==> src/rtl/exc_seq_pkg.sv <==
package exc_seq_pkg;
  typedef enum logic [1:0] {
    SRC_HW  = 2'd0,
    SRC_BRK = 2'd1,
    SRC_SIG = 2'd2,
    SRC_XTR = 2'd3
  } exc_src_e;

  typedef enum logic [1:0] {
    ST_IDLE = 2'd0,
    ST_PUSH = 2'd1,
    ST_VEC  = 2'd2
  } seq_st_e;

  localparam int STAT_DEC = 3;
  localparam int STAT_IRQ_DIS = 2;
endpackage

==> src/rtl/exc_frame_mux.sv <==
module exc_frame_mux #(
  parameter int DW = 8
) (
  input  logic          native,
  input  logic [1:0]    idx,
  input  logic [DW-1:0] bank,
  input  logic [2*DW-1:0] pc,
  input  logic [DW-1:0] stat,
  output logic [DW-1:0] frame_byte_o,
  output logic          last_o
);
  logic [1:0] slot;

  // Emulation frames skip the bank slot, so they start one slot later.
  always_comb begin
    slot = idx + (native ? 2'd0 : 2'd1);
    unique case (slot)
      2'd0:    frame_byte_o = bank;
      2'd1:    frame_byte_o = pc[2*DW-1:DW];
      2'd2:    frame_byte_o = pc[DW-1:0];
      default: frame_byte_o = stat;
    endcase
    last_o = (slot == 2'd3);
  end
endmodule

==> src/rtl/exc_stack_addr.sv <==
module exc_stack_addr #(
  parameter int AW   = 16,
  parameter int DW   = 8,
  parameter int PAGE = 1
) (
  input  logic          native,
  input  logic [AW-1:0] sp,
  output logic [AW-1:0] addr_o,
  output logic [AW-1:0] sp_next_o
);
  localparam int PW = AW - DW;
  localparam logic [PW-1:0] PG = PW'(PAGE);

  logic [DW-1:0] low_dec;

  always_comb begin
    low_dec = sp[DW-1:0] - 1'b1;
    if (native) begin
      addr_o    = sp;
      sp_next_o = sp - 1'b1;
    end else begin
      addr_o    = {PG, sp[DW-1:0]};
      sp_next_o = {PG, low_dec};
    end
  end
endmodule

==> src/rtl/exc_ctx_update.sv <==
module exc_ctx_update
  import exc_seq_pkg::*;
#(
  parameter int DW = 8
) (
  input  logic          native,
  input  logic [DW-1:0] stat,
  input  logic [DW-1:0] dbank,
  input  logic [1:0]    src,
  input  logic [DW-1:0] sig,
  output logic [DW-1:0] stat_new_o,
  output logic [DW-1:0] dbank_new_o,
  output logic          sig_rsv_o
);
  always_comb begin
    stat_new_o               = stat;
    stat_new_o[STAT_DEC]     = 1'b0;
    stat_new_o[STAT_IRQ_DIS] = 1'b1;
    dbank_new_o              = native ? dbank : '0;
    sig_rsv_o                = (src == SRC_SIG) && sig[DW-1];
  end
endmodule

==> src/rtl/exc_bank_seq.sv <==
module exc_bank_seq
  import exc_seq_pkg::*;
#(
  parameter int DATA_W   = 8,
  parameter int ADDR_W   = 16,
  parameter int EMU_PAGE = 1
) (
  input  logic              clk,
  input  logic              rst_n,
  input  logic              start_i,
  input  logic [1:0]        src_i,
  input  logic              native_i,
  input  logic [DATA_W-1:0] prog_bank_i,
  input  logic [DATA_W-1:0] data_bank_i,
  input  logic [2*DATA_W-1:0] pc_i,
  input  logic [DATA_W-1:0] status_i,
  input  logic [ADDR_W-1:0] sp_i,
  input  logic [DATA_W-1:0] sig_i,
  output logic              push_valid_o,
  input  logic              push_ready_i,
  output logic [ADDR_W-1:0] push_addr_o,
  output logic [DATA_W-1:0] push_data_o,
  output logic [DATA_W-1:0] prog_bank_o,
  output logic [DATA_W-1:0] data_bank_o,
  output logic [ADDR_W-1:0] sp_o,
  output logic [DATA_W-1:0] status_o,
  output logic              vec_req_o,
  output logic [1:0]        vec_src_o,
  output logic              sig_reserved_o,
  output logic              busy_o
);
  seq_st_e st_q;
  logic [1:0]          idx_q;
  logic                native_q;
  logic [DATA_W-1:0]   bank_q, dbank_q, stat_q, sig_q;
  logic [2*DATA_W-1:0] pc_q;
  logic [1:0]          src_q;
  logic [ADDR_W-1:0]   sp_q;

  logic [DATA_W-1:0]   frame_byte;
  logic                frame_last;
  logic [ADDR_W-1:0]   sp_next;
  logic [DATA_W-1:0]   stat_new, dbank_new;
  logic                sig_rsv;
  logic                fire;

  exc_frame_mux #(.DW(DATA_W)) u_frame (
    .native(native_q), .idx(idx_q), .bank(bank_q), .pc(pc_q), .stat(stat_q),
    .frame_byte_o(frame_byte), .last_o(frame_last)
  );

  exc_stack_addr #(.AW(ADDR_W), .DW(DATA_W), .PAGE(EMU_PAGE)) u_addr (
    .native(native_q), .sp(sp_q), .addr_o(push_addr_o), .sp_next_o(sp_next)
  );

  exc_ctx_update #(.DW(DATA_W)) u_ctx (
    .native(native_q), .stat(stat_q), .dbank(dbank_q), .src(src_q), .sig(sig_q),
    .stat_new_o(stat_new), .dbank_new_o(dbank_new), .sig_rsv_o(sig_rsv)
  );

  assign push_valid_o = (st_q == ST_PUSH);
  assign push_data_o  = frame_byte;
  assign fire         = push_valid_o && push_ready_i;
  assign vec_req_o    = (st_q == ST_VEC);
  assign busy_o       = (st_q != ST_IDLE);

  always_ff @(posedge clk or negedge rst_n) begin
    if (!rst_n) begin
      st_q     <= ST_IDLE;
      idx_q    <= '0;
      native_q <= 1'b0;
      bank_q   <= '0;
      dbank_q  <= '0;
      stat_q   <= '0;
      sig_q    <= '0;
      pc_q     <= '0;
      src_q    <= '0;
      sp_q     <= '0;
    end else begin
      unique case (st_q)
        ST_IDLE: if (start_i) begin
          st_q     <= ST_PUSH;
          idx_q    <= '0;
          native_q <= native_i;
          bank_q   <= prog_bank_i;
          dbank_q  <= data_bank_i;
          stat_q   <= status_i;
          sig_q    <= sig_i;
          pc_q     <= pc_i;
          src_q    <= src_i;
          sp_q     <= sp_i;
        end
        ST_PUSH: if (fire) begin
          sp_q  <= sp_next;
          idx_q <= idx_q + 1'b1;
          if (frame_last) st_q <= ST_VEC;
        end
        default: st_q <= ST_IDLE;
      endcase
    end
  end

  // Result registers load on the edge that ends the last push.
  always_ff @(posedge clk or negedge rst_n) begin
    if (!rst_n) begin
      prog_bank_o    <= '0;
      data_bank_o    <= '0;
      sp_o           <= '0;
      status_o       <= '0;
      vec_src_o      <= '0;
      sig_reserved_o <= 1'b0;
    end else if (fire && frame_last) begin
      prog_bank_o    <= '0;
      data_bank_o    <= dbank_new;
      sp_o           <= sp_next;
      status_o       <= stat_new;
      vec_src_o      <= src_q;
      sig_reserved_o <= sig_rsv;
    end
  end
endmodule

==> config.mk <==
export PLATFORM = sky130hd
export DESIGN_NAME = exc_bank_seq
export DESIGN_NICKNAME = d
export VERILOG_FILES = /design/src/rtl/exc_seq_pkg.sv /design/src/rtl/exc_frame_mux.sv /design/src/rtl/exc_stack_addr.sv /design/src/rtl/exc_ctx_update.sv /design/src/rtl/exc_bank_seq.sv
export SDC_FILE = /design/constraint.sdc
export NUM_CORES = 1
export LEC_CHECK = 0
export BUFFER_PORTS_ARGS = -buffer_cell sky130_fd_sc_hd__clkbuf_2
export CAP_MARGIN = 20
export CORE_ASPECT_RATIO = 1.2
export CORE_MARGIN = 5
export CORE_UTILIZATION = 51
export DETAILED_ROUTE_END_ITERATION = 6
export PLACE_DENSITY = 0.8
export SLEW_MARGIN = 20
export SYNTH_ARGS = -nofsm -noshare
export SYNTH_HDL_FRONTEND = slang
export SYNTH_SLANG_ARGS = --single-unit
==> constraint.sdc <==
create_clock -name clk -period 3.38 [get_ports clk]
set_input_delay 0.169 -clock clk [delete_from_list [all_inputs] [get_ports clk]]
set_output_delay 0.169 -clock clk [all_outputs]
set_load 0.01 [all_outputs]
# Word level (Yosys, flattened, before mapping)
# Index checks and enable logic that the tools add are counted.
# op_classes
addsub,4
eq_ne,9
muxes,15
reduce_logical,10
# ops
cell,count
$mux 16,4
$pmux 16 s2,1
$pmux 8 s3,1
$sub 16x1->16 const B,1
$mux 2,5
$eq 2x2->1 const B,4
$mux 8,1
$pmux 2 s2,2
$sub 8x1->8 const B,1
$reduce_and 3->1,2
$eq 2x1->1 const B,2
$logic_not 2->1,2
$ne 2x1->1 const B,2
$reduce_bool 2->1,2
$logic_and 1x1->1,3
$add 2x1->2 const B,1
$add 2x2->2,1
$ne 2x2->1 const B,1
$reduce_and 2->1,1
$mux 1,1
# totals
reg_bits,105
in_bits,71
output_inout_bits,70
word_cells,53

# Depth between registers and ports, before layout
# Gate-level depths: netlist of the first run.
# depth
ltp_word,6
depth_mapped,12

# Modules after synthesis
# Synthesis of the first run repeated with hierarchy kept, for this count alone.
# unflattened
hier_cells,364
area_unflattened_um2,5168.7
# by_module_without_submodules
mod,instances,cells_each,area_per_inst_um2,seq_area_each_um2
exc_bank_seq,1,262,4349.2,2652.5
exc_stack_addr,1,70,456.7,0.0
exc_frame_mux,1,13,236.5,0.0
exc_ctx_update,1,19,126.4,0.0

# Worst setup path after synthesis of the first run
# Ideal clock, no wire load.
# synth_path
path_kind,register to register
start,register native_q
end,register data_bank_o[0]
arrival_ns,2.552
required_ns,3.263
slack_ns,0.712
path_stages_with_launch,12
path_cell_list,dfrtp_1 clkbuf_1 inv_1 clkbuf_1 ha_1 xnor2_1 or3_1 buf_2 inv_1 buf_2 nand3_1 nand2_1
# synth_between
elab_chain_cells,4
word_cells_on_any_way,5
classes_between,add/sub (1); eq/ne (1); mux (2); reduce/logical (1)
# synth_lines
element,line,rtl
from (decl),exc_bank_seq.sv:34,logic native_q;
from (signal assigned),exc_bank_seq.sv:84,native_q <= native_i;
$mux 1,exc_frame_mux.sv:16,slot = idx + (native ? 2'd0 : 2'd1);
$add 2x2->2,exc_frame_mux.sv:16,
$eq 2x2->1,exc_frame_mux.sv:23,last_o = (slot == 2'd3);
$logic_and 1x1->1,exc_bank_seq.sv:112,end else if (fire && frame_last) begin
to (signal assigned),exc_bank_seq.sv:114,data_bank_o <= dbank_new;
to (decl),exc_bank_seq.sv:24,"output logic [DATA_W-1:0] data_bank_o,"
# Several ways; a longest one is shown, not always the timed one.
# A chain may end at the register's enable or synchronous reset.

# Worst setup path in the final report of the first run
# layout_path
start,register native_q
end,register data_bank_o[1]
# Same word-level chain as after synthesis.

==> reports/qor.csv, run 1 <==
stage,metric,value,unit
synthesis,seq_area_frac_synth,53.4,%
grt,grt_pass1_vias,3566,
worst_setup_path,ff2ff_path_depth,9,
timing,worstMarginPinSlew,717,ps
timing,setup_slack,741,ps
finish,drive_gt1_share,39.4,%
timing,fmax,379,MHz
finish,nNetsFinal,591,
placed_design,place.gp.congestion,0.865,
floorplan,core,0.00894,mm^2
worst_setup_path,critical_path_class,reg2reg,
synthesis,ys_ff_latch,98,
clocking,clk_pin_slew_worst_paths,90,ps
synthesis,async_flop_share,100,%
pwr,powerDensity,1000,mW/mm^2
floorplan,num_rows,38,
pwr,p_leak,0.00260,uW
clocking,numCtsBuffers,9,
timing,maxSlewViolCount,0,
routing,wl_per_cell,16.1,um
finish,final_cell_mix,"clkbuf_2 (123), dfrtp_1 (98), nand2_1 (64)",
grt,grt_antenna_before_repair,0,
routing,route.detailed.drc,0,
timing,period_needed,2640,ps
grt,overflow,0,
routing,ant_nets,0,
routing,viasPerCell,5.38,
grt,grt_usage,19.5,%
clocking,clockBufferDepth,2,
clocking,root_buffer,clkbuf_8,
floorplan,die_h,114,um
worst_setup_path,worstPathMaxFanout,19,
synthesis,syn_inst,409,
synthesis,avgSynthCellArea,11.2,um^2
floorplan,die-area,0.0110,mm^2
floorplan,die_w,96.6,um
placed_design,port_buffers,124,
synthesis,netlist_area,0.00459,mm^2
clocking,htreeDepth,3,
routing,num_vias,3460,
routing,finalWirelength,10300,um
clocking,clock_latency,360,ps
timing,finalHoldViolCount,0,
worst_setup_path,required,3680,ps
finish,fillers,747,
worst_setup_path,start_kind,flop,
synthesis,yosysUniqueCellTypes,51,
synthesis,synth_ff_type,dfrtp_1,
finish,antennaDiodeCount,0,
finish,area_delta_synth_final,18.1,%
timing,fin_skew,5.00,ps
timing,hold_slack,25.3,ps
worst_setup_path,worstPathArrival,2940,ps
synthesis,synth_warnings,0,
finish,layout.cells.most_common,clkbuf_2,
timing,max_slew_margin,52.2,%
routing,drtIter0Drc,124,
floorplan,ioPinCount,141,
worst_hold_path,hold_class,in2reg,
placed_design,dp_hpwl,7540,um
grt,grt_pass1_wl,17400,um
placed_design,pre_cts_ws,712,ps
routing,dr.pass1.iters,4,
clocking,cts_tree,yes,
pwr,peakVddDrop,0.627,mV
timing,tns,0,ps
clocking,clock_sink_count,98,
synthesis,synth_edf_count,0,
timing,rsz0062_at_grt,no,
run_status,outcome,completed,
timing,period_share,78.1,%
worst_setup_path,critPathCaptureType,flop,
job,cap_violations,0,
timing,setup_viol_count_final,0,
worst_hold_path,min_path_cells,3,
floorplan,start_util,51.4,%
grt,grt_max_degree,82,
-- Yosys cell counts, types with 2 or more instances --
| cell type | count | share of area, % |
|---|---|---|
| ha_1 | 2 | 0.54 |
| buf_2 | 8 | 0.87 |
| o2bb2ai_1 | 4 | 0.76 |
| o21ai_0 | 23 | 2.5 |
| nor4_1 | 6 | 0.82 |
| buf_4 | 17 | 2.8 |
| nor3b_1 | 6 | 0.98 |
| o31ai_1 | 7 | 1.1 |
| nand2b_1 | 6 | 0.82 |
| xnor2_1 | 9 | 1.7 |
| or4_1 | 3 | 0.49 |
| nand3_1 | 9 | 0.98 |
| mux2_2 | 43 | 11 |
| dfrtp_1 | 98 | 53 |
| buf_1 | 2 | 0.16 |
| a21oi_1 | 10 | 1.1 |
| and2_1 | 6 | 0.82 |
| mux4_2 | 8 | 3.9 |
| nor2_1 | 13 | 1.1 |
| clkbuf_1 | 16 | 1.3 |
| mux2i_1 | 2 | 0.44 |
| or3_1 | 3 | 0.41 |
| inv_1 | 6 | 0.49 |
| or2_2 | 3 | 0.41 |
| nand2_1 | 64 | 5.2 |
| a31oi_1 | 3 | 0.41 |
| nor3_1 | 3 | 0.33 |
| a221o_1 | 6 | 1.3 |
-- worst paths after layout --
path                             start              to  slack, ps
min reg2reg                status_o[2]     status_o[2]        480
min                           native_i        native_q         30
max                           native_q  data_bank_o[1]        740
max reg2reg                   native_q  data_bank_o[1]        740
max in group asynchronous        rst_n         sp_q[3]       2250
min in group asynchronous        rst_n        sp_o[14]        410
-- metrics by stage --
step | std cells | total power (uW) | cell area (um^2) | util (%)
2_1_floorplan | 417 | 3930 | 4620 | -
3_3_place_gp | 626 | 4660 | 5220 | 58.4
3_5_place_dp | 626 | 4780 | 5220 | 58.4
4_1_cts | 642 | 5520 | 5410 | 60.5
5_1_grt | 643 | 5910 | 5420 | 60.7
6_report | 643 | 5440 | 5420 | 60.7
-- state kept, by name, summed over array words and instances, names as in the netlist --
name,flops
status_o,7
vec_src_o,2
st_q,2
sp_o,16
sig_reserved_o,1
src_q,2
idx_q,2
sig_q,1
native_q,1
data_bank_o,8
bank_q,8
dbank_q,8
sp_q,16
pc_q,16
stat_q,8
-- cell type report --
type	count	area, um^2	area share (%)
Sequential cell	98	2450	45.2
Multi-Input combinational cell	269	1910	35.2
Clock inverter	5	55.1	1.01
Tap cell	120	150	2.77
Clock buffer	11	131	2.42
Inverter	6	22.5	0.415
Timing Repair Buffer	134	704	13.0
-- critical path, cell delays in order (launching register included) --
cell	delay, ps
dfrtp_1	380
inv_1	280
ha_1	240
xnor2_1	80
buf_4	190
or3_2	500
inv_1	500
buf_4	260
nand3_1	80
nand2_1	70
-- per-layer routing --
layer | vias to the layer above | global-route usage, % | share of wire [%]
met5 | - | 0 | 0
met1 | 1671 | 23.5 | 40
met2 | 139 | 32.9 | 50
li1 | 1636 | - | -
met4 | 0 | 6.93 | 1.6
met3 | 14 | 6.30 | 7.9
-- power by group --
| part | total [uW] | switching, uW | internal, uW |
|---|---|---|---|
| Clock | 728 | 387 | 340 |
| Sequential | 2170 | 430 | 1740 |
| Combinational | 2550 | 1330 | 1220 |
-- cell families after synthesis --
family	Yosys count	synth area share [%]
xor+xnor	10	1.91
other cells	1	0.0816
buf+inv	50	5.86
flops	98	53.4
fa+ha+maj	2	0.545
simple gates	130	13.9
compound gates	65	9.43
mux	53	14.9
-- what timing repair did --
item                                   CTS  global route
resized for setup                        0             0
hold buffers                             0             1
setup buffers                            0             0
endpoints found under the hold margin    0            80
Note: power is estimated with default switching activity, not from simulation.
==> run 2, diff against run 1 <==
==> constraint.sdc (replaced) <==
create_clock -name clk -period 2.7 [get_ports clk]
set_input_delay 0.135 -clock clk [delete_from_list [all_inputs] [get_ports clk]]
set_output_delay 0.135 -clock clk [all_outputs]
set_load 0.01 [all_outputs]
==> run 2 against run 1 <==
Critical endpoint is now sp_q[10]. Sequential power rose by 25%. Register-to-register slack worse by 370 ps. Setup slack got worse by 370 ps. Largest cell class unchanged. Utilization up 4.6 points. Fmax increased by 13%. Sequential cell count is the same. Wire length increased by 8.1%. Die area is the same. Via count is 4.3% higher. Clock skew increased by 3.3 ps.
==> reports/qor.csv, run 2 (synthesized netlist as in run 1, its figures left out) <==
stage,metric,value,unit,change
routing,viasPerCell,5.32,,-1.1%
grt,grt_use_met1,24.2,%,+0.64 points
clocking,clk_pin_slew_worst_paths,90,ps,about the same
clocking,root_buffer,clkbuf_8,,
worst_setup_path,r2r-start,sp_q[0],,
finish,ff_latch_area,0.00245,mm^2,unchanged
placed_design,port_buffers,124,,unchanged
timing,finalHoldViolCount,0,,unchanged
worst_setup_path,ff2ff_path_depth,7,,-2
timing,tns,0,ps,unchanged
timing,hold_slack,11.5,ps,-13.9 ps
worst_hold_path,min-delay-start,status_i[2],,
floorplan,die-area,0.0110,mm^2,unchanged
worst_hold_path,min_path_cells,2,,-1
timing,period_needed,2330,ps,-314 ps
timing,max_slew_margin,59.4,%,+7.1 points
grt,busiest_layer,met2,,
worst_setup_path,critical_path_class,reg2reg,,
pwr,p_leak,0.00278,uW,+7.0%
worst_setup_path,critPathCaptureType,flop,,
worst_setup_path,start_kind,flop,,
grt,grt_usage,20.6,%,+1.1 points
clocking,clock_latency,360,ps,about the same
grt,grt_pass1_wl,18300,um,+5.1%
worst_setup_path,crit_chain,inv_1 > ha_1 > or4b_1 > buf_4 > nor3_1 > o21ai_0 > a221o_1,,
placed_design,dpl_cell_area,0.00529,mm^2,+1.2%
floorplan,die_h,114,um,unchanged
worst_setup_path,worstPathMaxFanout,6,,-13
routing,finalWirelength,11200,um,+8.1%
worst_hold_path,hold_class,in2reg,,
finish,multi_input_area,0.00191,mm^2,unchanged
finish,area_delta_synth_final,27.1,%,
clocking,numCtsBuffers,9,,unchanged
clocking,post_cts_buffers,0,,unchanged
floorplan,start_util,51.4,%,unchanged
timing,maxSlewViolCount,0,,unchanged
floorplan,die_w,96.6,um,unchanged
worst_setup_path,cp_top_family,simple AND/OR/NAND/NOR gates,,
clocking,clockBufferDepth,2,,unchanged
routing,drtIter0Drc,174,,+40%
finish,fillers,724,,-3.1%
finish,nNetsFinal,626,,+5.9%
floorplan,ioPinCount,141,,unchanged
finish,final_cell_mix,"clkbuf_2 (123), dfrtp_1 (98), nand2_1 (64)",,
routing,dr.pass1.iters,4,,unchanged
timing,rsz0062_at_grt,no,,
grt,grtUsageMet3,7.16,%,+0.86 points
worst_setup_path,reg2reg_slack,370,ps,-370 ps
routing,num_vias,3610,,+4.3%
placed_design,place.gp.congestion,0.873,,+0.94%
grt,grt_max_degree,56,,-32%
pwr,peakVddDrop,0.618,mV,-1.5%
floorplan,num_rows,38,,unchanged
grt,grt_use_met2,35.7,%,+2.9 points
clocking,cts_tree,yes,,
worst_setup_path,r2r-end,sp_q[10],,
timing,fmax,430,MHz,+13%
floorplan,core,0.00894,mm^2,unchanged
finish,antennaDiodeCount,0,,unchanged
worst_setup_path,crit_path_top_delay_cell,or4b_1,,
finish,drive_gt1_share,38.0,%,-1.4 points
worst_setup_path,cp-startpoint,sp_q[0],,
worst_setup_path,required,2940,ps,-740 ps
routing,ant_nets,0,,unchanged
finish,fin_area,0.00584,mm^2,+7.7%
pwr,powerDensity,1230,mW/mm^2,+23%
routing,route.detailed.drc,0,,unchanged
worst_setup_path,cpPeakStageDelay,530,ps,+30 ps
routing,wl_per_cell,16.5,um,+2.5%
timing,worstMarginPinSlew,610,ps,-107 ps
worst_setup_path,worstPathArrival,2570,ps,-370 ps
job,cap_violations,0,,unchanged
grt,overflow,0,,unchanged
finish,reg_top3,"pc_q (16), sp_o (16), sp_q (16)",,
worst_hold_path,hold_end,stat_q[2],,
grt,grt_antenna_before_repair,0,,unchanged
clocking,htreeDepth,3,,unchanged
grt,grt_pass1_vias,3775,,+5.9%
run_status,outcome,completed,,
timing,setup_viol_count_final,0,,unchanged
worst_setup_path,worstSetupPathDepth,7,,-2
timing,period_share,86.1,%,+8.0 points
placed_design,dp_hpwl,7820,um,+3.8%
clocking,clock_sink_count,98,,unchanged
worst_setup_path,path_buf_inv,2,,-2
timing,fin_skew,8.25,ps,+3.26 ps
finish,layout.cells.most_common,clkbuf_2,,
[run 2: changes by cell type in the layout (fill, tap and decap cells not counted)]
cell,change
dlygate4sd3_1,+30
buf_4,+4
buf_12,+2
bufinv_16,+2
clkinv_2,-2
clkinv_4,+2
buf_6,-1
clkbuf_1,-1
clkinvlp_4,-1
[run 2: timing repair]
action                                 in CTS  in global routing
endpoints found under the hold margin      70                  6
resized for setup                           0                  0
hold buffers                               25                  6
[run 2: power breakdown]
part / leakage, uW / switching, uW / internal, uW
Combinational: 0.00146 / 1740 / 1620
Clock: 0.000117 / 497 / 619
Sequential: 0.00120 / 538 / 2180
[run 2: how the worst max path moves through the flow]
stage	to	slack (ps)
final	sp_q[10]	370
after global routing	sp_q[14]	240
after CTS	sp_q[14]	350
after detailed placement	sp_q[14]	370
after global placement	sp_q[10]	450
after floorplan	data_bank_o[0]	30
[run 2: metrics by stage]
step	setup slack, ps	util, %	std cells	total power (uW)
after floorplan	31.9	-	417	4920
after global placement	446	59.1	631	5910
after detailed placement	369	59.1	631	6070
after CTS	353	64.7	672	7220
after global routing	238	65.3	678	7740
final	375	65.3	678	7190
[run 2: worst reg2reg max path: stages (launching register included)]
cell     delay, ps
dfrtp_1        420
inv_1          100
ha_1           200
or4b_1         530
buf_4          200
nor3_1         310
o21ai_0        150
a221o_1        310
[run 2: cell type report]
type	count	area share, %
Tap cell	120	2.57
Clock inverter	6	1.97
Sequential cell	98	42.0
Multi-Input combinational cell	269	32.7
Clock buffer	10	2.19
Timing Repair Buffer	169	18.2
Inverter	6	0.386
[run 2: per-layer routing]
layer / part of all wire (%) / wire length, um
met1: 38 / 4240
met2: 52 / 5850
met3: 8.4 / 939
met4: 1.2 / 137
met5: 0 / 0
==> run 3, diff against run 2 <==
--- a/config.mk
+++ b/config.mk
@@ -8,7 +8,7 @@
 export BUFFER_PORTS_ARGS = -buffer_cell sky130_fd_sc_hd__clkbuf_2
 export CAP_MARGIN = 20
 export CORE_ASPECT_RATIO = 1.2
-export CORE_MARGIN = 5
+export CORE_MARGIN = 2
 export CORE_UTILIZATION = 51
 export DETAILED_ROUTE_END_ITERATION = 6
 export PLACE_DENSITY = 0.8
==> run 3 against run 2 <==
Via count rose by 2.5%. Critical endpoint is now sp_q[14]. Cell area rose by 0.60%. Combinational power about the same. Critical path depth is 1 lower. Clock power shrank 4%. Setup slack worse by 130 ps. Wire length increased by 1.5%. Die area down 11%. First-iteration DRC count shrank 16%. Sequential share of layout area decreased by 0.25 points. Largest power group unchanged. Count of clock-buffer cells in the layout up 2. Clock skew is 4.9 ps higher.
==> reports/qor.csv, run 3 (synthesized netlist as in run 1, its figures left out) <==
stage,metric,value,unit,change
floorplan,die_h,108,um,-5.3%
grt,grt_pass1_vias,3831,,+1.5%
grt,grt_pass1_wl,18700,um,+2.5%
worst_setup_path,start_kind,flop,,
finish,area_delta_synth_final,27.9,%,
worst_setup_path,crit_path_top_delay_cell,or4b_1,,
routing,ant_nets,0,,unchanged
routing,viasPerCell,5.43,,+2.0%
routing,num_vias,3699,,+2.5%
timing,tns,0,ps,unchanged
timing,worstMarginPinSlew,719,ps,+109 ps
grt,grt_usage,24.4,%,+3.9 points
placed_design,place.gp.congestion,0.824,,-5.6%
timing,setup_viol_count_final,0,,unchanged
worst_setup_path,crit_chain,inv_1 > ha_1 > or4b_1 > nor4_1 > o21ai_0 > a221o_1,,
finish,fin_area,0.00587,mm^2,+0.60%
finish,nNetsFinal,632,,+0.96%
pwr,power.total,7130,uW,-0.73%
timing,finalHoldViolCount,0,,unchanged
clocking,root_buffer,clkbuf_8,,
pwr,comb_power_share,46.7,%,about the same
routing,wl_per_cell,16.6,um,+1.0%
worst_setup_path,cpPeakStageDelay,620,ps,+90 ps
worst_setup_path,reg2reg_slack,240,ps,-130 ps
floorplan,start_util,53.1,%,+1.7 points
worst_hold_path,hold_end,stat_q[1],,
finish,reg_top3,"pc_q (16), sp_o (16), sp_q (16)",,
timing,fin_skew,13.1,ps,+4.87 ps
clocking,ctsResizeCount,0,,unchanged
floorplan,core,0.00866,mm^2,-3.1%
clocking,clock_latency,370,ps,about the same
finish,layout.cells.most_common,clkbuf_2,,
timing,rsz0062_at_grt,no,,
floorplan,ioPinCount,141,,unchanged
floorplan,die_w,90.6,um,-6.2%
clocking,clk_pin_slew_worst_paths,90,ps,about the same
worst_hold_path,min-delay-start,status_i[1],,
clocking,clock_sink_count,98,,unchanged
clocking,htreeDepth,3,,unchanged
pwr,powerDensity,1210,mW/mm^2,-1.3%
routing,drtIter0Drc,146,,-16%
pwr,power_switching,2780,uW,+0.30%
worst_setup_path,worstPathMaxFanout,8,,+2
timing,fmax,407,MHz,-5.4%
worst_hold_path,min_path_cells,2,,unchanged
routing,route.detailed.drc,0,,unchanged
worst_hold_path,hold_class,in2reg,,
placed_design,port_buffers,124,,unchanged
timing,hold_slack,5.67,ps,-5.79 ps
worst_setup_path,critPathCaptureType,flop,,
placed_design,dp_hpwl,7460,um,-4.7%
finish,drive_gt1_share,37.2,%,-0.76 points
pwr,swShare,39.0,%,+0.40 points
grt,grt_antenna_before_repair,0,,unchanged
timing,max_slew_margin,52.1,%,-7.3 points
clocking,clockBufferDepth,2,,unchanged
routing,finalWirelength,11300,um,+1.5%
worst_setup_path,r2r-end,sp_q[14],,
timing,period_share,91.0,%,+4.9 points
worst_setup_path,required,2960,ps,+20 ps
pwr,p_clk_share,15.1,%,-0.4 points
pwr,p_leak,0.00280,uW,+0.77%
pwr,seq_power_share,38.2,%,+0.4 points
pwr,p_int,4350,uW,-1.4%
pwr,peakVddDrop,0.717,mV,+16%
floorplan,num_rows,37,,-2.6%
worst_setup_path,critical_path_class,reg2reg,,
floorplan,die-area,0.00978,mm^2,-11%
timing,period_needed,2460,ps,+131 ps
grt,overflow,0,,unchanged
timing,maxSlewViolCount,0,,unchanged
routing,dr.pass1.iters,4,,unchanged
finish,final_cell_mix,"clkbuf_2 (123), dfrtp_1 (98), nand2_1 (64)",,
worst_setup_path,r2r-start,sp_q[0],,
worst_setup_path,worstPathArrival,2710,ps,+140 ps
worst_setup_path,ff2ff_path_depth,6,,-1
clocking,cts_tree,yes,,
grt,grt_max_degree,56,,unchanged
clocking,numCtsBuffers,9,,unchanged
job,cap_violations,0,,unchanged
run_status,outcome,completed,,
finish,antennaDiodeCount,0,,unchanged
placed_design,dpl_cell_area,0.00526,mm^2,-0.59%
-- run 3: worst max-delay path by stage --
stage | from | end | slack, ps | cells after the start
after floorplan | native_q | data_bank_o[0] | 30 | 11
after global placement | sp_q[0] | sp_q[12] | 350 | 6
after detailed placement | sp_q[0] | sp_q[14] | 270 | 6
after CTS | sp_q[0] | sp_q[14] | 230 | 6
after global routing | sp_q[0] | sp_q[14] | 80 | 6
final | sp_q[0] | sp_q[14] | 240 | 6
-- run 3: what timing repair did --
action / in CTS / in global routing
hold endpoints to repair: 90 / 2
buffers inserted: 0 / 0
hold buffers: 37 / 2
-- run 3: power groups by stage --
| stage | clock (uW) | combinational (uW) | sequential, uW |
|---|---|---|---|
| CTS | 1090 | 3360 | 2720 |
| global route | 1150 | 3680 | 2820 |
| floorplan | 0 | 2250 | 2680 |
| finish | 1080 | 3340 | 2720 |
| detailed placement | 0 | 3290 | 2740 |
| global placement | 0 | 3190 | 2680 |
-- run 3: final cells by class --
cell class                      instances  area (um^2)
Timing Repair Buffer                  175         1120
Inverter                                6         22.5
Clock inverter                          4         73.8
Fill cell                             669         2780
Sequential cell                        98         2450
Tap cell                              117          146
Multi-Input combinational cell        269         1910
Clock buffer                           12          155
-- run 3: per-stage QoR --
stage | util, % | cells | setup WS, ps
after floorplan | - | 417 | 31.9
after global placement | 60.7 | 626 | 350
after detailed placement | 60.7 | 626 | 268
after CTS | 67.6 | 679 | 227
after global routing | 67.9 | 681 | 80.5
final | 67.9 | 681 | 243
-- run 3: layer usage --
layer  routed length, um  vias up  GRT usage [%]
met2                6000      153           42.7
met4                 214        0           10.1
met3                 781       17           6.20
li1                    -     1717              -
met1                4340     1812           28.9
met5                   0        -              0
-- run 3: worst max-delay path, delay by kind of cell, from the launching register on --
family	cells	cell delay [ps]
buffers and inverters	1	110
and+or+nand+nor	2	1080
adders and majority gates	1	230
DFF	1	420
AOI/OAI and AO/OA	2	510
